--- config.mk ---
export PLATFORM = sky130hd
export DESIGN_NAME = patch_corr
export DESIGN_NICKNAME = d
export VERILOG_FILES = /design/src/rtl/corr_pkg.sv /design/src/rtl/corr_accum.sv /design/src/rtl/corr_isqrt.sv /design/src/rtl/patch_corr.sv
export SDC_FILE = /design/constraint.sdc
export NUM_CORES = 2
export LEC_CHECK = 0
export BUFFER_PORTS_ARGS = -buffer_cell sky130_fd_sc_hd__buf_2
export CAP_MARGIN = 40
export CORE_ASPECT_RATIO = 1.75
export CORE_MARGIN = 5
export CORE_UTILIZATION = 30
export DETAILED_ROUTE_END_ITERATION = 8
export GPL_TIMING_DRIVEN = 0
export SETUP_SLACK_MARGIN = 0.5
export SYNTH_ARGS = -nofsm -noshare
export SYNTH_HDL_FRONTEND = slang
export SYNTH_SLANG_ARGS = --single-unit
--- constraint.sdc ---
create_clock -name clk -period 14.2 [get_ports clk]
set_input_delay 3.55 -clock clk [delete_from_list [all_inputs] [get_ports clk]]
set_output_delay 3.55 -clock clk [all_outputs]
set_load 0.01 [all_outputs]
--- src/rtl/corr_pkg.sv ---
package corr_pkg;
    localparam int DW     = 16;
    localparam int AW     = 48;
    localparam int ORIENT = 12;
    localparam int RW     = AW / 2;
    localparam int RMW    = RW + 4;
    localparam int MAXN   = 16;
    localparam int CW     = $clog2(MAXN * MAXN * ORIENT + 1);

    typedef enum logic [1:0] {EDGE4, EDGE8, EDGE12, EDGE16} edge_code_t;
    typedef enum logic [1:0] {PH_IDLE, PH_SUM, PH_WAIT} phase_t;

    typedef struct packed {
        logic [RMW-1:0] rem;
        logic [RW-1:0]  root;
    } sq_state_t;

    function automatic logic [CW-1:0] patch_elems(edge_code_t c);
        int n;
        n = (int'(c) + 1) * 4;
        return CW'(n * n * ORIENT);
    endfunction

    function automatic sq_state_t sq_step(sq_state_t s, logic [1:0] pair);
        sq_state_t      nx;
        logic [RMW-1:0] shifted;
        logic [RMW-1:0] trial;
        shifted = {s.rem[RMW-3:0], pair};
        trial   = RMW'({s.root, 2'b01});
        if (shifted >= trial) begin
            nx.rem  = shifted - trial;
            nx.root = {s.root[RW-2:0], 1'b1};
        end else begin
            nx.rem  = shifted;
            nx.root = {s.root[RW-2:0], 1'b0};
        end
        return nx;
    endfunction
endpackage

--- src/rtl/corr_accum.sv ---
module corr_accum
    import corr_pkg::*;
(
    input  logic          clk,
    input  logic          rst,
    input  logic          in_valid,
    input  logic          in_first,
    input  logic [1:0]    in_size,
    input  logic [DW-1:0] in_patch,
    input  logic [DW-1:0] in_proto,
    input  logic          res_taken,
    output logic          in_ready,
    output logic [AW-1:0] dot,
    output logic [AW-1:0] energy,
    output logic          done
);
    phase_t          phase;
    logic [CW-1:0]   count;
    logic [CW-1:0]   total;
    logic [2*DW-1:0] prod_pq;
    logic [2*DW-1:0] prod_pp;
    logic            take;

    assign in_ready = (phase != PH_WAIT);
    assign take     = in_valid && in_ready;
    assign prod_pq  = in_patch * in_proto;
    assign prod_pp  = in_patch * in_patch;

    always_ff @(posedge clk) begin
        if (rst) begin
            phase  <= PH_IDLE;
            count  <= '0;
            total  <= '0;
            dot    <= '0;
            energy <= '0;
            done   <= 1'b0;
        end else begin
            done <= 1'b0;
            unique case (phase)
                PH_IDLE: if (take && in_first) begin
                    dot    <= AW'(prod_pq);
                    energy <= AW'(prod_pp);
                    count  <= CW'(1);
                    total  <= patch_elems(edge_code_t'(in_size));
                    phase  <= PH_SUM;
                end
                PH_SUM: if (take) begin
                    dot    <= dot + AW'(prod_pq);
                    energy <= energy + AW'(prod_pp);
                    count  <= count + CW'(1);
                    if (count + CW'(1) == total) begin
                        phase <= PH_WAIT;
                        done  <= 1'b1;
                    end
                end
                PH_WAIT: if (res_taken) phase <= PH_IDLE;
                default: phase <= PH_IDLE;
            endcase
        end
    end

    // an open patch never reaches its own total before closing
    p_count_bound_r2: assert property (@(posedge clk) disable iff (rst)
        (phase == PH_SUM) |-> (count < total));

    // energy only grows while a patch is being summed
    p_energy_grows_r4: assert property (@(posedge clk) disable iff (rst)
        (phase == PH_SUM && take) |=> (energy >= $past(energy)));
endmodule

--- src/rtl/corr_isqrt.sv ---
module corr_isqrt
    import corr_pkg::*;
(
    input  logic          clk,
    input  logic          rst,
    input  logic          start,
    input  logic [AW-1:0] radicand,
    input  logic          take,
    output logic          valid,
    output logic [RW-1:0] root,
    output logic          zero
);
    localparam int SCW = $clog2(RW + 1);

    sq_state_t      st;
    sq_state_t      st_from_start;
    sq_state_t      st_from_busy;
    logic [AW-1:0]  pending;
    logic [SCW-1:0] steps;
    logic           busy;

    assign st_from_start = sq_step('0, radicand[AW-1:AW-2]);
    assign st_from_busy  = sq_step(st, pending[AW-1:AW-2]);
    assign root          = st.root;

    always_ff @(posedge clk) begin
        if (rst) begin
            st      <= '0;
            pending <= '0;
            steps   <= '0;
            busy    <= 1'b0;
            valid   <= 1'b0;
            zero    <= 1'b0;
        end else if (start) begin
            st      <= st_from_start;
            pending <= {radicand[AW-3:0], 2'b00};
            steps   <= SCW'(1);
            busy    <= 1'b1;
            zero    <= (radicand == '0);
        end else if (busy) begin
            st      <= st_from_busy;
            pending <= {pending[AW-3:0], 2'b00};
            steps   <= steps + SCW'(1);
            if (steps == SCW'(RW - 1)) begin
                busy  <= 1'b0;
                valid <= 1'b1;
            end
        end else if (valid && take) begin
            valid <= 1'b0;
        end
    end

    // a finished root is never announced while iterations remain
    p_no_overlap_r5: assert property (@(posedge clk) disable iff (rst)
        !(busy && valid));
endmodule

--- src/rtl/patch_corr.sv ---
module patch_corr
    import corr_pkg::*;
(
    input  logic          clk,
    input  logic          rst,
    input  logic          in_valid,
    output logic          in_ready,
    input  logic          in_first,
    input  logic [1:0]    in_size,
    input  logic [15:0]   in_patch,
    input  logic [15:0]   in_proto,
    output logic          out_valid,
    input  logic          out_ready,
    output logic [47:0]   out_dot,
    output logic [47:0]   out_energy,
    output logic [23:0]   out_root,
    output logic          out_zero
);
    logic done;
    logic taken;

    assign taken = out_valid && out_ready;

    corr_accum u_accum (
        .clk       (clk),
        .rst       (rst),
        .in_valid  (in_valid),
        .in_first  (in_first),
        .in_size   (in_size),
        .in_patch  (in_patch),
        .in_proto  (in_proto),
        .res_taken (taken),
        .in_ready  (in_ready),
        .dot       (out_dot),
        .energy    (out_energy),
        .done      (done)
    );

    corr_isqrt u_isqrt (
        .clk      (clk),
        .rst      (rst),
        .start    (done),
        .radicand (out_energy),
        .take     (out_ready),
        .valid    (out_valid),
        .root     (out_root),
        .zero     (out_zero)
    );

    logic [63:0] root_sq;
    logic [63:0] root_next_sq;
    assign root_sq      = 64'(out_root) * 64'(out_root);
    assign root_next_sq = (64'(out_root) + 64'd1) * (64'(out_root) + 64'd1);

    // the reported root brackets the reported energy
    p_root_exact_r5: assert property (@(posedge clk) disable iff (rst)
        out_valid |-> (root_sq <= 64'(out_energy)) && (root_next_sq > 64'(out_energy)));

    // zero flag agrees with the energy it accompanies
    p_zero_flag_r6: assert property (@(posedge clk) disable iff (rst)
        out_valid |-> (out_zero == (out_energy == '0)));

    // no new input while a result is pending
    p_ready_blocked_r7: assert property (@(posedge clk) disable iff (rst)
        out_valid |-> !in_ready);

    // a stalled result holds its value
    p_hold_stable_r7: assert property (@(posedge clk) disable iff (rst)
        (out_valid && !out_ready) |=> out_valid && $stable(out_root)
            && $stable(out_dot) && $stable(out_energy) && $stable(out_zero));
endmodule

==> qor.yml <==
outcome:
  status: "finished, final reports clean"
sta:
  finalCriticalPeriod_ns: 12.84
  fin_skew_ns: 0.01320
  maxSlewViolCount: 0
  fin_crit_sh_pct: 90.45
  fmax_ghz: 0.07786
  fin_setup_tns_ns: 0
  worst_pin_slew_ns: 0.9198
  hold_ws_ns: 0.4740
  rsz0062_at_grt: "no"
  hold_violations: 0
  slew_headroom_pct: 38.68
  setup_viol_count_final: 0
synthesis:
  synth.distinct_cells: 85
  syn_inst: 3642
  netlist.top_cell.by_area: "fa_1"
  synth_edf_count: 0
  avgSynthCellArea_sq_um: 8.272
  synth-compound-area-share_pct: 14.17
  synth_xor_area_share_pct: 5.204
  synth.top_cell.area_share_pct: 23.59
  async_flop_share_pct: 0
  synthMuxAreaShare_pct: 3.148
  ys_dominant_reg_cell: "dfxtp_1"
  yosys_warnings: 0
  yosysSeqAreaShare_pct: 14.62
  synthTopCellsByArea: "fa_1 (24%), dfxtp_1 (15%), ha_1 (13%)"
  synthSimpleGateAreaFrac_pct: 17.11
  synth_fa_ha_area_share_pct: 36.38
  synth_top_family_by_area: "adder cells"
  synth_seq_cells: 220
  syn_area_sq_mm: 0.03013
  synthesis.nets: 4344
cts:
  cts_tree: "yes"
  cts_buffers: 21
  cts-root-buf: "clkbuf_16"
  cts_sinks: 220
  cts_setup_buffers: 0
  hold_buffers: 0
  htreeDepth: 1
  cts_resized: 0
  cts_buffer_depth: 3
  clk_transition_reported_paths_ns: 0.07
  clk_latency_ns: 0.54
drt:
  wl_per_cell_um: 20.33
  via_per_inst: 5.079
  ant_nets: 0
  drtIter0Drc: 1420
  wirelength_um: 105200
  drc_errors: 0
  vias: 26274
  firstDrtPassIters: 5
worst_setup_path:
  cp.buffers_inverters: 6
  crit_fanout: 10
  cp_common_cell: "fa_1"
  slowest_stage: "clkbuf_1"
  required_ns: 14.66
  critPathArrivalTime_ns: 13.30
  slowest_delay_ns: 0.75
  cpLargestDelayFamily: "adder cells"
  start_kind: "input pin"
  criticalPathCategory: "input pin to flop"
  critical_path.endpoint_type: "flop"
floorplanning:
  coreArea_sq_mm: 0.09955
  fp.dieArea_sq_mm: 0.1071
  row_count: 153
  start_util_pct: 30.26
  die_h_um: 429.2
  die_x_um: 249.5
  ioPinCount: 162
finish:
  multiInputGateArea_sq_mm: 0.02290
  regArea_sq_mm: 0.004404
  layout-drive-gt1-share_pct: 7.135
  final_cells: 5173
  final_util_pct: 33.62
  final_nets: 4542
  syn_to_final_growth_pct: 11.10
  n_fill_cell: 10635
global_routing:
  track_usage_pct: 19.13
  grt_antenna_before_repair: 2
  grt_pass1_vias: 27750
  grt_pass1_wl_um: 161100
  grt_max_degree: 17
  overflow: 0
placed_design:
  hpwl_um: 87960
  port_buffers: 158
  dp_cells: 5133
  gp_congestion: 0.9412
min_path:
  worstHoldPathType: "flop to flop"
flow_run:
  maxCapViolCount: 0
## synthesized netlist by cell type (20+ instances only)
cell      instances
nand3_1          48
dfxtp_1         220
a31oi_1          26
o21a_1           20
xor2_1           64
a21oi_1         212
nor3_1           37
mux2i_1          91
a21o_1           86
a211oi_1         46
o21ai_0          94
fa_1            355
nor2_1          342
nand4_1          22
clkbuf_1        147
and2_1          168
ha_1            308
nor2b_1          24
nand2_1         372
buf_4            25
inv_1           529
and3_1           36
nor4_1           23
a311oi_1         20
xnor2_1         115
## per-stage QoR
step	instance area [sq um]	setup WS, ns
after detailed placement	32770	0.8532
after global placement	32560	0.8393
after global routing	33470	0.8059
after floorplan	30130	3.087
after CTS	33450	1.383
final	33470	1.356
## tightest hold or removal path, stage by stage, from the launching register on
cell and delay (ns):
dfxtp_1 0.32, nand2_1 0.05, a21oi_1 0.05
## worst paths after layout
check	from	endpoint	slack, ns	depth (start not counted)
hold reg to reg	u_accum.total[11]$_SDFFE_PP0P_	u_accum.total[11]$_SDFFE_PP0P_	0.47	2
setup / recovery	in_patch[12]	u_accum.dot[46]$_SDFFE_PP0P_	1.36	33
hold / removal	u_accum.total[11]$_SDFFE_PP0P_	u_accum.total[11]$_SDFFE_PP0P_	0.47	2
setup reg to reg	u_accum.dot[0]$_SDFFE_PP0P_	u_accum.dot[44]$_SDFFE_PP0P_	10.32	12
## cell families (layout without fill, tap and decap cells)
family	count (synthesis)	count (layout)
xor gates and xnor gates	179	179
other	0	2
adders and majority gates	663	663
buffers and inverters	719	931
AOI/OAI and AO/OA	646	646
DFF	220	220
and+or+nand+nor	1121	1121
muxes	94	94
## flip-flops by register name (all words and copies together), names as in the netlist
register / cells
u_accum.phase: 2
u_accum.count: 12
u_isqrt.steps: 5
u_isqrt.st: 26
u_isqrt.root: 24
u_accum.energy: 48
u_isqrt.valid: 1
u_isqrt.pending: 46
u_accum.dot: 48
u_isqrt.zero: 1
u_accum.done: 1
u_isqrt.busy: 1
u_accum.total: 5
## cell type report
class                   count  area share [%]
multi-input cells        2703           68.41
well taps                1317           4.923
diodes                      2         0.01495
plain buffers             190           2.501
clock inverters            13          0.3589
inverters                 529           5.933
repair buffers            175           3.002
clock buffers              24           1.693
flip-flops and latches    220           13.16
## routing by layer
| layer | share of wire (%) | global-route usage, % | up-vias |
|---|---|---|---|
| li1 | - | - | 12282 |
| met1 | 36 | 20.60 | 12800 |
| met2 | 49 | 34.23 | 840 |
| met3 | 5.5 | 2.780 | 352 |
| met4 | 8.7 | 13.42 | 0 |
| met5 | 0 | 0 | - |
## cells in the final DEF (no fill, tap or decap), types with 7 or more instances in the layout
cell       synthesis  layout
nand3_1           48      48
a21o_1            86      86
xnor2_1          115     115
and3_1            36      36
nor2_1           342     342
nor4_1            23      23
a211oi_1          46      46
xor2_1            64      64
clkbuf_1         147     147
buf_1             11      11
a21oi_1          212     212
a31oi_1           26      26
o221ai_1           9       9
o21ai_1           10      10
nand3b_1           7       7
mux2i_1           91      91
and2_1           168     168
nor2b_1           24      24
a2111oi_0          7       7
dfxtp_1          220     220
clkbuf_16          0      21
inv_1            529     529
a22oi_1           15      15
buf_2              5     163
o21a_1            20      20
or3_1             11      11
fa_1             355     355
o21ai_0           94      94
o21bai_1          19      19
a311oi_1          20      20
nor3_1            37      37
ha_1             308     308
nand2_1          372     372
buf_6              1      12
nand2b_1          17      17
buf_4             25      25
nand4_1           22      22
Power is left out: the tool's default activity adds up to more than one toggle a clock period on the data nets, which glitch-free logic cannot reach.
